### src/rtl/ihs_pkg.sv
`timescale 1ns/1ps
package ihs_pkg;
  localparam int unsigned IHS_OFS_INIT   = 32'h1000;
  localparam int unsigned IHS_OFS_VER    = 32'h1004;
  localparam int unsigned IHS_OFS_STS_A  = 32'h1020;
  localparam int unsigned IHS_OFS_STS_B  = 32'h1024;
  localparam int unsigned IHS_DONE_BIT   = 0;
  localparam int unsigned IHS_START_BIT  = 1;
  localparam int unsigned IHS_MODE_LSB   = 8;
  localparam int unsigned IHS_GROUP_W    = 8;
  localparam int unsigned IHS_ID_W       = 8;

  typedef enum logic {
    OWN_EMBEDDED = 1'b0,
    OWN_HOST     = 1'b1
  } owner_e;
endpackage

### src/rtl/ihs_cfg_lock.sv
`timescale 1ns/1ps
module ihs_cfg_lock #(
  parameter int unsigned ADDR_W    = 16,
  parameter int unsigned DATA_W    = 32,
  parameter int unsigned NUM_LINKS = 8,
  parameter int unsigned MODE_W    = 2,
  parameter bit          HAS_FW    = 1'b1
) (
  input  logic                        clk,
  input  logic                        rst,
  input  logic                        wr_en,
  input  logic [ADDR_W-1:0]           wr_addr,
  input  logic [DATA_W-1:0]           wr_data,
  input  logic                        done_i,
  output logic                        start_o,
  output logic [NUM_LINKS*MODE_W-1:0] modes_o
);
  import ihs_pkg::*;

  localparam logic [ADDR_W-1:0] INIT_ADDR = ADDR_W'(IHS_OFS_INIT);

  logic accept;
  // one-shot acceptance: only a start-setting write to a free, firmware-backed block
  assign accept = HAS_FW && wr_en && (wr_addr == INIT_ADDR) &&
                  wr_data[IHS_START_BIT] && !start_o && !done_i;

  always_ff @(posedge clk) begin
    if (rst) start_o <= 1'b0;
    else if (accept) start_o <= 1'b1;
  end

  for (genvar g = 0; g < NUM_LINKS; g++) begin : g_link
    logic [MODE_W-1:0] req_q;
    always_ff @(posedge clk) begin
      if (rst) req_q <= '0;
      else if (accept) req_q <= wr_data[IHS_MODE_LSB + g*MODE_W +: MODE_W];
    end
    assign modes_o[g*MODE_W +: MODE_W] = req_q;
  end
endmodule

### src/rtl/ihs_seq.sv
`timescale 1ns/1ps
module ihs_seq #(
  parameter int unsigned NUM_LINKS = 8,
  parameter int unsigned MODE_W    = 2,
  parameter int unsigned CFG_DELAY = 1000,
  parameter logic [7:0]  STS_GROUP = 8'h01
) (
  input  logic                        clk,
  input  logic                        rst,
  input  logic                        start_i,
  input  logic [NUM_LINKS*MODE_W-1:0] modes_i,
  output logic                        done_o,
  output logic [15:0]                 sts_a_o,
  output logic [15:0]                 sts_b_o
);
  import ihs_pkg::*;

  localparam int unsigned PORT_BITS = (NUM_LINKS / 2) * MODE_W;
  localparam int unsigned CNT_W     = (CFG_DELAY > 1) ? $clog2(CFG_DELAY) : 1;
  localparam logic [CNT_W-1:0] LAST = CNT_W'(CFG_DELAY - 1);

  logic [CNT_W-1:0] cnt_q;
  logic             running;
  logic             finish;

  assign running = start_i && !done_o;
  assign finish  = running && (cnt_q == LAST);

  always_ff @(posedge clk) begin
    if (rst) begin
      cnt_q  <= '0;
      done_o <= 1'b0;
    end else if (finish) begin
      done_o <= 1'b1;
    end else if (running) begin
      cnt_q <= cnt_q + 1'b1;
    end
  end

  always_ff @(posedge clk) begin
    if (rst) begin
      sts_a_o <= '0;
      sts_b_o <= '0;
    end else if (finish) begin
      sts_a_o <= {STS_GROUP, IHS_ID_W'(modes_i[PORT_BITS-1:0])};
      sts_b_o <= {STS_GROUP, IHS_ID_W'(modes_i[2*PORT_BITS-1:PORT_BITS])};
    end
  end
endmodule

### src/rtl/ihs_rd_mux.sv
`timescale 1ns/1ps
module ihs_rd_mux #(
  parameter int unsigned ADDR_W     = 16,
  parameter int unsigned DATA_W     = 32,
  parameter int unsigned NUM_LINKS  = 8,
  parameter int unsigned MODE_W     = 2,
  parameter logic [31:0] FW_VERSION = 32'h3150_0000
) (
  input  logic                        clk,
  input  logic                        rst,
  input  logic                        rd_en,
  input  logic [ADDR_W-1:0]           rd_addr,
  input  logic                        start_i,
  input  logic                        done_i,
  input  logic [NUM_LINKS*MODE_W-1:0] modes_i,
  input  logic [15:0]                 sts_a_i,
  input  logic [15:0]                 sts_b_i,
  output logic [DATA_W-1:0]           rdata_o,
  output logic                        rvalid_o
);
  import ihs_pkg::*;

  logic [DATA_W-1:0] init_word;
  logic [DATA_W-1:0] sel_word;

  always_comb begin
    init_word = '0;
    init_word[IHS_MODE_LSB +: NUM_LINKS*MODE_W] = modes_i;
    init_word[IHS_START_BIT] = start_i;
    init_word[IHS_DONE_BIT]  = done_i;
  end

  always_comb begin
    unique case (rd_addr)
      ADDR_W'(IHS_OFS_INIT):  sel_word = init_word;
      ADDR_W'(IHS_OFS_VER):   sel_word = DATA_W'(FW_VERSION);
      ADDR_W'(IHS_OFS_STS_A): sel_word = DATA_W'(sts_a_i);
      ADDR_W'(IHS_OFS_STS_B): sel_word = DATA_W'(sts_b_i);
      default:                sel_word = '0;
    endcase
  end

  always_ff @(posedge clk) begin
    if (rst) begin
      rdata_o  <= '0;
      rvalid_o <= 1'b0;
    end else begin
      rvalid_o <= rd_en;
      if (rd_en) rdata_o <= sel_word;
    end
  end
endmodule

### src/rtl/init_handshake_ctrl.sv
`timescale 1ns/1ps
module init_handshake_ctrl #(
  parameter int unsigned ADDR_W     = 16,
  parameter int unsigned DATA_W     = 32,
  parameter int unsigned NUM_LINKS  = 8,
  parameter int unsigned MODE_W     = 2,
  parameter int unsigned CFG_DELAY  = 1000,
  parameter logic [31:0] FW_VERSION = 32'h3150_0000,
  parameter logic [7:0]  STS_GROUP  = 8'h01
) (
  input  logic              clk,
  input  logic              rst,
  input  logic              bus_wr,
  input  logic              bus_rd,
  input  logic [ADDR_W-1:0] bus_addr,
  input  logic [DATA_W-1:0] bus_wdata,
  output logic [DATA_W-1:0] bus_rdata,
  output logic              bus_rvalid,
  output logic              host_own
);
  import ihs_pkg::*;

  localparam bit HAS_FW = (FW_VERSION != 32'h0);

  logic                        cfg_start;
  logic                        cfg_done;
  logic [NUM_LINKS*MODE_W-1:0] cfg_modes;
  logic [15:0]                 sts_a;
  logic [15:0]                 sts_b;
  owner_e                      owner_q;

  ihs_cfg_lock #(
    .ADDR_W(ADDR_W), .DATA_W(DATA_W), .NUM_LINKS(NUM_LINKS),
    .MODE_W(MODE_W), .HAS_FW(HAS_FW)
  ) u_lock (
    .clk(clk), .rst(rst), .wr_en(bus_wr), .wr_addr(bus_addr),
    .wr_data(bus_wdata), .done_i(cfg_done),
    .start_o(cfg_start), .modes_o(cfg_modes)
  );

  ihs_seq #(
    .NUM_LINKS(NUM_LINKS), .MODE_W(MODE_W),
    .CFG_DELAY(CFG_DELAY), .STS_GROUP(STS_GROUP)
  ) u_seq (
    .clk(clk), .rst(rst), .start_i(cfg_start), .modes_i(cfg_modes),
    .done_o(cfg_done), .sts_a_o(sts_a), .sts_b_o(sts_b)
  );

  ihs_rd_mux #(
    .ADDR_W(ADDR_W), .DATA_W(DATA_W), .NUM_LINKS(NUM_LINKS),
    .MODE_W(MODE_W), .FW_VERSION(FW_VERSION)
  ) u_rd (
    .clk(clk), .rst(rst), .rd_en(bus_rd), .rd_addr(bus_addr),
    .start_i(cfg_start), .done_i(cfg_done), .modes_i(cfg_modes),
    .sts_a_i(sts_a), .sts_b_i(sts_b),
    .rdata_o(bus_rdata), .rvalid_o(bus_rvalid)
  );

  // ownership select: registered, handed to the host once and kept
  always_ff @(posedge clk) begin
    if (rst) owner_q <= HAS_FW ? OWN_EMBEDDED : OWN_HOST;
    else if (cfg_done) owner_q <= OWN_HOST;
  end

  assign host_own = (owner_q == OWN_HOST);
endmodule

### config.mk
export PLATFORM = sky130hd
export DESIGN_NAME = init_handshake_ctrl
export DESIGN_NICKNAME = d
export VERILOG_FILES = /design/src/rtl/ihs_pkg.sv /design/src/rtl/ihs_cfg_lock.sv /design/src/rtl/ihs_seq.sv /design/src/rtl/ihs_rd_mux.sv /design/src/rtl/init_handshake_ctrl.sv
export SDC_FILE = /design/constraint.sdc
export NUM_CORES = 1
export LEC_CHECK = 0
export ABC_AREA = 1
export BUFFER_PORTS_ARGS = -buffer_cell sky130_fd_sc_hd__buf_4
export CAP_MARGIN = 20
export CORE_ASPECT_RATIO = 0.8
export CORE_MARGIN = 3
export CORE_UTILIZATION = 35
export CTS_CLUSTER_SIZE = 25
export DETAILED_ROUTE_END_ITERATION = 7
export MAX_ROUTING_LAYER = met4
export PLACE_DENSITY_LB_ADDON = 0.1
export SYNTH_ARGS = -nofsm -noshare
export SYNTH_HDL_FRONTEND = slang
export SYNTH_SLANG_ARGS = --single-unit
### constraint.sdc
create_clock -name clk -period 1.4 [get_ports clk]
set_input_delay 0.28 -clock clk [delete_from_list [all_inputs] [get_ports clk]]
set_output_delay 0.28 -clock clk [all_outputs]
set_load 0.02 [all_outputs]
After elaboration in Yosys (flattened, before gate mapping)
Cells that the tools add are included.
{"block": "word_totals", "input_bits": 52, "output_inout_bits": 34, "mem_bits_ro": 0, "latch_bits": 0, "word_cells": 33, "mem_count": 0, "ff_bits": 80, "mem_bits_rw": 0}
{"block": "classes", "shifts": 0, "n_mul": 0, "n_reduce_logical": 9, "n_bitwise": 1, "eq_ne": 5, "n_addsub": 1, "n_mux": 1, "div_mod_pow": 0, "n_lt_le_gt_ge": 0}
{"op": "$pmux 30 s4", "n": 1}
{"op": "$eq 16x13->1 const B", "n": 4}
{"op": "$add 10x1->10 const B", "n": 1}
{"op": "$eq 10x10->1 const B", "n": 1}
{"op": "$logic_and 1x1->1", "n": 6}
{"op": "$logic_not 1->1", "n": 2}
{"op": "$reduce_and 2->1", "n": 1}
{"op": "$not 1->1", "n": 1}

Logic depth before layout (Yosys ltp)
Gate-level depths: netlist of the first run.
{"block": "depth", "depth_word": 5, "ltp_mapped": 10, "ltp_nobuf": 10}

Hierarchy
From an unflattened synthesis of the first run, not the netlist that was laid out.
{"block": "unflattened", "cells_unflattened": 578, "area_unflattened_um2": 3883.7}
{"mod": "ihs_rd_mux", "cells_per_inst": 210, "seq_area_each_um2": 520.5, "area_per_inst_um2": 1463.9, "n_inst": 1}
{"mod": "ihs_seq", "cells_per_inst": 211, "seq_area_each_um2": 540.5, "area_per_inst_um2": 1442.6, "n_inst": 1}
{"mod": "ihs_cfg_lock", "cells_per_inst": 154, "seq_area_each_um2": 340.3, "area_per_inst_um2": 949.7, "n_inst": 1}
{"mod": "init_handshake_ctrl", "cells_per_inst": 3, "seq_area_each_um2": 20.0, "area_per_inst_um2": 27.5, "n_inst": 1}

Least setup slack after synthesis of the first run
Ideal clock, no wire load.
{"block": "synth_timing", "path_type": "register -> register", "startpoint": "reg u_seq.cnt_q[0]", "endpoint": "reg u_seq.sts_a_o[1]", "required_time_ns": 1.272, "setup_time_ns": 0.128, "stages_incl_launch_ff": 8, "path_slack_ns": -0.017, "arrival_ns": 1.289, "n_path_buf": 1, "period_less_slack_ns": 1.417, "cell_sequence": "dfxtp_1 > ha_1 > nand2_1 > nor2_1 > nand4_1 > clkbuf_1 > o21ai_0 > a21oi_1"}
{"block": "synth_via", "elab_chain_len": 2}
{"item": "from (decl)", "line": "ihs_seq.sv:22", "rtl": "logic [CNT_W-1:0] cnt_q;"}
{"item": "from (signal assigned)", "line": "ihs_seq.sv:36", "rtl": "cnt_q <= cnt_q + 1'b1;"}
{"item": "$eq 10x10->1", "line": "ihs_seq.sv:27", "rtl": "assign finish = running && (cnt_q == LAST);"}
{"item": "$logic_and 1x1->1", "line": "ihs_seq.sv:27"}
{"item": "to (signal assigned)", "line": "ihs_seq.sv:45", "rtl": "sts_a_o <= {STS_GROUP, IHS_ID_W'(modes_i[PORT_BITS-1:0])};"}
{"item": "to (decl)", "line": "ihs_seq.sv:13", "rtl": "output logic [15:0] sts_a_o,"}
No other way between the ends.
A chain may end at the register's enable or synchronous reset.

Final worst setup path of the first run
{"block": "layout_timing", "startpoint": "reg u_seq.cnt_q[0]", "endpoint": "reg u_seq.sts_a_o[6]"}
The elaborated chain is that of the path after synthesis.

==> results of run 1 <==
==> layout by cell type, fill, tap and decap left out, types with 2 or more instances in the layout <==
master,count
a21oi_1,43
a21oi_2,6
buf_12,4
buf_4,84
buf_6,3
bufinv_16,2
clkbuf_8,10
conb_1,5
dfxtp_1,67
dfxtp_2,4
inv_1,30
inv_2,2
nand2_1,65
nand2_2,3
nand2_4,2
nand3_1,23
nand4_1,4
nor2_1,47
nor2_2,11
nor2_4,3
nor3_1,3
nor3_2,2
o21ai_0,29
o21ai_1,24
o21ai_2,3
xor2_1,2
==> Yosys cell counts <==
master | n | share of area [%]
o21ai_0 | 41 | 6.8
nand2_2 | 2 | 0.42
nand3_1 | 23 | 3.8
buf_1 | 1 | 0.13
nor2_8 | 1 | 0.67
nor3_1 | 4 | 0.67
nand2_1 | 67 | 8.4
buf_6 | 1 | 0.38
nand2_4 | 1 | 0.38
nor2_2 | 10 | 2.1
o21a_1 | 1 | 0.25
nor2_1 | 49 | 6.1
a21oi_2 | 1 | 0.29
conb_1 | 1 | 0.13
dfxtp_1 | 71 | 47
inv_1 | 30 | 3.8
nor2_4 | 2 | 0.75
inv_2 | 3 | 0.38
xor2_1 | 2 | 0.58
nor3_2 | 1 | 0.33
o21ai_1 | 15 | 2.5
buf_4 | 8 | 2.0
buf_2 | 4 | 0.67
a21oi_1 | 48 | 8.0
clkbuf_1 | 12 | 1.5
ha_1 | 1 | 0.42
nor4_1 | 1 | 0.21
nand4_1 | 4 | 0.83
==> worst paths after layout <==
kind / from / end / slack [ns] / cells after the start
max reg2reg: u_seq.cnt_q[0]$_SDFFE_PP0P_ / u_seq.sts_a_o[6]$_SDFFE_PP0P_ / 0.01 / 8
min reg2reg: u_seq.sts_b_o[6]$_SDFFE_PP0P_ / u_seq.sts_b_o[6]$_SDFFE_PP0P_ / 0.45 / 2
max: u_seq.cnt_q[0]$_SDFFE_PP0P_ / u_seq.sts_a_o[6]$_SDFFE_PP0P_ / 0.01 / 8
min: bus_wdata[19] / u_lock.g_link[5].req_q[1]$_SDFFE_PP0P_ / 0.16 / 3
==> cell families after synthesis <==
| kind of cell | synth area share, % |
|---|---|
| AO/OA/AOI/OAI | 17.9 |
| other | 0.125 |
| AND/OR/NAND/NOR | 24.7 |
| XOR/XNOR | 0.585 |
| flip-flops | 47.4 |
| adder cells (fa/ha/maj) | 0.417 |
| buffers and inverters | 8.81 |
==> metrics by stage <==
step           util [%]  cell area [sq um]
4_1_cts            49.4               4020
3_5_place_dp       45.8               3720
5_1_grt            50.5               4100
2_1_floorplan         -               3020
6_report           50.5               4100
3_3_place_gp       45.8               3720
==> metal layers <==
layer	up-vias	track usage (%)	wire length [um]
met3	9	5.54	496
met4	0	3.85	66
met5	-	-	0
met2	76	24.6	3210
li1	1482	-	-
met1	1230	23.1	3930
==> worst reg2reg max path: stages, from the launching register on <==
cell and delay (ns):
dfxtp_2 0.36, ha_4 0.14, nand2_2 0.07, nor2_4 0.09, nand4_1 0.09, buf_6 0.16, clkbuf_16 0.16, o21ai_1 0.16
a21oi_2 0.05
==> final cells by class <==
cell class                 instances  area, sq um  share of cell area (%)
clock inverter                     5         81.3                    1.98
tap                              108          135                    3.29
sequential                        71         1430                    34.8
multi-input combinational        279         1390                    34.0
clock buffer                      11          141                    3.45
inverter                          33          126                    3.08
timing repair buffer              93          797                    19.4
==> sequential cells by signal (all words and copies together) (netlist names) <==
signal and count:
u_seq.sts_b_o 8, u_rd.rvalid_o 1, u_seq.cnt_q 10, host_own 1, u_seq.sts_a_o 8, u_rd.rdata_o 25, u_lock.g_link.req_q 16, u_seq.done_o 1
u_lock.start_o 1
==> power groups by stage <==
| stage | clock (mW) | sequential, mW | combinational [mW] |
|---|---|---|---|
| floorplan | 0 | 2.12 | 0.118 |
| global placement | 0 | 2.10 | 0.282 |
| detailed placement | 0 | 2.10 | 0.282 |
| CTS | 1.85 | 2.05 | 0.284 |
| global route | 1.94 | 2.05 | 0.313 |
| finish | 1.81 | 2.05 | 0.282 |
==> timing repair <==
action | 4_1_cts | 5_1_grt
endpoints found under the setup margin | 3 | 31
setup buffers | 2 | 0
gates resized for setup | 11 | 28
gates cloned | 1 | 1
pin swaps | 1 | 3
==> flow_metrics.env, run 1 <==
export IMPL_setup_viol=0
export IMPL_setup_ws_ns=0.0149
export IMPL_nets=540
export IMPL_coreArea_sq_um=8130
export IMPL_drv_cap=0
export IMPL_ios=86
export IMPL_pre_cts_ws_ns=-0.181
export IMPL_netlist_instances=405
export IMPL_p_seq_share_pct=49.5
export IMPL_crit_path_cell_trace="ha_4 -> nand2_2 -> nor2_4 -> nand4_1 -> buf_6 -> clkbuf_16 -> o21ai_1 -> a21oi_2"
export IMPL_antenna_cells=0
export IMPL_ant_nets=0
export IMPL_clk_latency_ns=0.34
export IMPL_routed_wl_um=7700
export IMPL_dieArea_sq_um=9710
export IMPL_period_share_pct=98.9
export IMPL_via_count=2797
export IMPL_cp_end_kind="flop"
export IMPL_p_switching_mw=0.915
export IMPL_dieHeight_um=88.8
export IMPL_cp_required_ns=1.63
export IMPL_worst_path_buf_inv=2
export IMPL_arrival_ns=1.61
export IMPL_grt_setup_unrepaired="yes"
export IMPL_place_congestion=0.837
export IMPL_place_detailed_hpwl_um=5260
export IMPL_cp_slowest_cell="dfxtp_2"
export IMPL_drive_gt1_share_pct=29.9
export IMPL_clockRootBuffer="clkbuf_8"
export IMPL_hold_viol=0
export IMPL_drt_iter0_markers=162
export IMPL_synth_area_sq_um=3000
export IMPL_clockPowerShare_pct=43.7
export IMPL_cp_start_kind="flop"
export IMPL_drtPass1Iterations=4
export IMPL_combPwrFrac_pct=6.8
export IMPL_hold_ws_ns=0.156
export IMPL_start_util_pct=36.9
export IMPL_synth_distinct_cells=28
export IMPL_tritoncts="built"
export IMPL_syn2layout_area_growth_pct=36.9
export IMPL_portBuffers=65
export IMPL_powerDensity_nw_per_um2=1010
export IMPL_critPathTopFamily="flip-flops"
export IMPL_wl_per_cell_um=12.8
export IMPL_cts_buffers=9
export IMPL_drc=0
export IMPL_worstSetupPathType="flop to flop"
export IMPL_clockBufferDepth=2
export IMPL_layout_cells_non_filler=600
export IMPL_cts_sinks=71
export IMPL_fin_tns_setup_ns=0
export IMPL_antenna_found_initial=0
export IMPL_n_fill_cell=809
export IMPL_outcome="finished clean"
export IMPL_leakage_nw=1.72
export IMPL_cp_max_fo=7
export IMPL_switching_share_pct=22.1
export IMPL_grt_max_degree=51
export IMPL_track_usage_pct=17.0
export IMPL_clock_skew_ns=0.00877
export IMPL_row_count=29
export IMPL_syn_avg_cell_area_sq_um=7.40
export IMPL_fin_total_pwr_mw=4.14
export IMPL_cts_htree_levels=3
export IMPL_slowest_delay_ns=0.36
export IMPL_grt_pass1_wl_um=12300
export IMPL_clkTransAtPathRegs_ns=0.08
export IMPL_die_w_um=109
export IMPL_synth_seq_cells=71
export IMPL_min_period_ns=1.39
export IMPL_intPower_mw=3.22
export IMPL_cts_hold_buffers=0
export IMPL_dp_cells=580
export IMPL_hold_path_class="input port to flop"
export IMPL_peakVddDrop_mv=0.550
export IMPL_yosys_warnings=0
export IMPL_drv_slew=0
export IMPL_seq_area_frac_synth_pct=47.4
export IMPL_vias_per_cell=4.66
export IMPL_overflow=0
export IMPL_max_freq_mhz=722
export IMPL_first_global_vias=2539
Power figures use the tool's default switching activity.
==> inputs of run 2 (changes only) <==
--- a/config.mk
+++ b/config.mk
@@ -5,7 +5,6 @@
 export SDC_FILE = /design/constraint.sdc
 export NUM_CORES = 1
 export LEC_CHECK = 0
-export ABC_AREA = 1
 export BUFFER_PORTS_ARGS = -buffer_cell sky130_fd_sc_hd__buf_4
 export CAP_MARGIN = 20
 export CORE_ASPECT_RATIO = 0.8
==> run 2 against run 1 <==
  * The run now ends with setup timing left
  * Global-route usage down 0.48 points
  * Flip-flop and latch count unchanged
  * Die area down 1.6%
  * Core utilization up 2.0 points
  * Critical endpoint is now u_seq.cnt_q[7]$_SDFFE_PP0P_
  * Largest cell class is now multi-input gates
==> flow_metrics.env, run 2 <==
export IMPL_regToRegStartpoint="u_seq.cnt_q[1]$_SDFFE_PP0P_"
export IMPL_hold_viol=0
export IMPL_drv_slew=0
export IMPL_post_route_cell_area_sq_um=4230
export IMPL_yosys_area_share_simple_pct=25.9
export IMPL_drv_cap=0
export IMPL_regArea_sq_um=1440
export IMPL_hold_path_class="input port to flop"
export IMPL_hold_ws_ns=0.171
export IMPL_antenna_cells=0
export IMPL_setup_viol=19
export IMPL_clockBufferDepth=2
export IMPL_cp_end_kind="flop"
export IMPL_synthMuxAreaShare_pct=8.54
export IMPL_synth_compound_area_share_pct=9.30
export IMPL_yosysMostFrequentCell="dfxtp_1"
export IMPL_crit_path_start="u_seq.cnt_q[1]$_SDFFE_PP0P_"
export IMPL_whs_path_depth=2
export IMPL_final_common_cell="buf_4"
export IMPL_min_period_ns=1.52
export IMPL_layout_common_cells="buf_4 (97), dfxtp_1 (63), nand2_1 (45)"
export IMPL_peakVddDrop_mv=0.476
export IMPL_dieHeight_um=88.1
export IMPL_synth_fa_ha_area_share_pct=0.425
export IMPL_syn2layout_area_growth_pct=43.5
export IMPL_syn_avg_cell_area_sq_um=8.84
export IMPL_top_regs="u_rd.rdata_o (25), u_lock.g_link.req_q (16), u_seq.cnt_q (10)"
export IMPL_combPwrFrac_pct=5.4
export IMPL_fin_tns_setup_ns=-0.650
export IMPL_powerDensity_nw_per_um2=1000
export IMPL_largest_reg_flops=25
export IMPL_ys_top_cells_by_count="dfxtp_1 (71), nand2_1 (45), nand3_1 (26), o21ai_0 (26), mux2i_1 (24)"
export IMPL_arrival_ns=1.75
export IMPL_max_freq_mhz=659
export IMPL_fin_total_pwr_mw=4.24
export IMPL_p_seq_share_pct=47.6
export IMPL_wl_per_cell_um=14.3
export IMPL_dieArea_sq_um=9560
export IMPL_grt_setup_unrepaired="yes"
export IMPL_cp_max_fo=3
export IMPL_multi_input_area_sq_um=1480
export IMPL_dpl_instance_area_sq_um=3720
export IMPL_ant_nets=0
export IMPL_netlist_instances=333
export IMPL_vias_per_cell=4.79
export IMPL_outcome="finished, violations left"
export IMPL_ios=86
export IMPL_drtPass1Iterations=4
export IMPL_synth_top_area_share_pct=48.3
export IMPL_period_share_pct=108
export IMPL_ys_async_sr_fraction_pct=0
export IMPL_antenna_found_initial=0
export IMPL_synth_distinct_cells=41
export IMPL_leakage_nw=1.63
export IMPL_clockPowerShare_pct=47.0
export IMPL_track_usage_pct=16.5
export IMPL_synth_top_family_by_area="simple AND/OR/NAND/NOR gates"
export IMPL_cp_start_kind="flop"
export IMPL_slowest_delay_ns=0.34
export IMPL_nets=478
export IMPL_worstSetupPathType="flop to flop"
export IMPL_tritoncts="built"
export IMPL_clock_skew_ns=0.00877
export IMPL_cp_required_ns=1.63
export IMPL_coreArea_sq_um=8060
export IMPL_crit_path_cell_trace="ha_4 -> and2_4 -> and3_4 -> nor4_4 -> mux2_4"
export IMPL_hp_start="rst"
export IMPL_clockRootBuffer="clkbuf_8"
export IMPL_intPower_mw=3.31
export IMPL_synth_seq_cells=71
export IMPL_grt_max_degree=34
export IMPL_clk_latency_ns=0.35
export IMPL_via_count=2578
export IMPL_violations="setup timing"
export IMPL_cts_htree_levels=3
export IMPL_synth_xor_area_share_pct=1.78
export IMPL_setup_ws_ns=-0.119
export IMPL_portBuffers=65
export IMPL_drive_gt1_share_pct=34.9
export IMPL_cts_sinks=71
export IMPL_synth_edf_count=0
export IMPL_die_w_um=109
export IMPL_n_fill_cell=811
export IMPL_cts_buffers=9
export IMPL_yosys_warnings=0
export IMPL_place_detailed_hpwl_um=5260
export IMPL_synthTopCellsByArea="dfxtp_1 (48%), mux2i_1 (8.2%), nand2_1 (5.7%), nand2b_1 (4.5%), nand3_1 (4.4%)"
export IMPL_drt_iter0_markers=108
export IMPL_overflow=0
export IMPL_synth_top_area_cell="dfxtp_1"
export IMPL_routed_wl_um=7690
export IMPL_row_count=29
export IMPL_first_global_vias=2461
export IMPL_cp_slowest_cell="dfxtp_2"
export IMPL_rr_worst_depth=5
export IMPL_p_switching_mw=0.923
export IMPL_drc=0
export IMPL_largest_register="u_rd.rdata_o"
export IMPL_place_congestion=0.742
export IMPL_switching_share_pct=21.8
export IMPL_seq_area_frac_synth_pct=48.3
export IMPL_start_util_pct=36.6
export IMPL_grt_pass1_wl_um=11800
export IMPL_synth_flop_cell="dfxtp_1"
export IMPL_synth_area_sq_um=2950
export IMPL_clkTransAtPathRegs_ns=0.08
[run 2: layer usage]
metal	share of wire [%]	wire length, um	up-vias	track usage [%]
li1	-	-	1329	-
met1	50	3850	1169	22.0
met5	0	0	-	-
met2	43	3280	76	23.4
met4	0.65	50	0	6.08
met3	6.7	516	4	5.16
[run 2: final timing paths]
kind / slack [ns] / to
setup reg to reg: -0.12 / u_seq.cnt_q[7]$_SDFFE_PP0P_
setup / recovery: -0.12 / u_seq.cnt_q[7]$_SDFFE_PP0P_
hold reg to reg: 0.45 / u_rd.rdata_o[5]$_SDFFE_PP0P_
hold / removal: 0.17 / u_rd.rdata_o[13]$_SDFFE_PP0P_
[run 2: logic make-up (layout without fill, tap and decap cells)]
family                     Yosys count  count (layout)
and+or+nand+nor                    144             144
DFF                                 71              71
AOI/OAI and AO/OA                   53              53
buffers and inverters               32             125
muxes                               25              25
xor gates and xnor gates             6               6
adders and majority gates            1               1
other                                1               5
[run 2: metrics by stage]
stage	utilization [%]	setup WS [ns]	instances
floorplan	-	-0.0850	337
global placement	46.2	-0.232	509
detailed placement	46.2	-0.240	509
CTS	49.5	-0.120	526
global route	52.5	-0.164	538
finish	52.5	-0.119	538
[run 2: final cells by class]
cell class / instances / area share (%)
multi-input cells: 234 / 35.1
flip-flops and latches: 71 / 34.0
clock buffers: 9 / 2.93
inverters: 2 / 0.178
clock inverters: 7 / 2.84
well taps: 108 / 3.20
repair buffers: 107 / 21.8
[run 2: what timing repair did]
action / 4_1_cts / 5_1_grt
hold buffers: 0 / 0
setup endpoints to repair: 20 / 43
gates cloned: 0 / 4
pin swaps: 1 / 10
setup buffers: 1 / 9
resized for setup: 4 / 35
[run 2: power by group through the flow]
stage	logic, mW	registers, mW	clock network [mW]
final	0.229	2.02	1.99
after global routing	0.250	2.02	2.13
after CTS	0.225	2.02	2.04
after detailed placement	0.225	2.07	0
after floorplan	0.113	2.07	0
after global placement	0.225	2.07	0
[run 2: critical path, delay by kind of cell (launching register included)]
kind | cells | cell delay, ns
AND/OR/NAND/NOR | 3 | 0.59
flip-flops | 1 | 0.34
adder cells (fa/ha/maj) | 1 | 0.16
multiplexers | 1 | 0.32
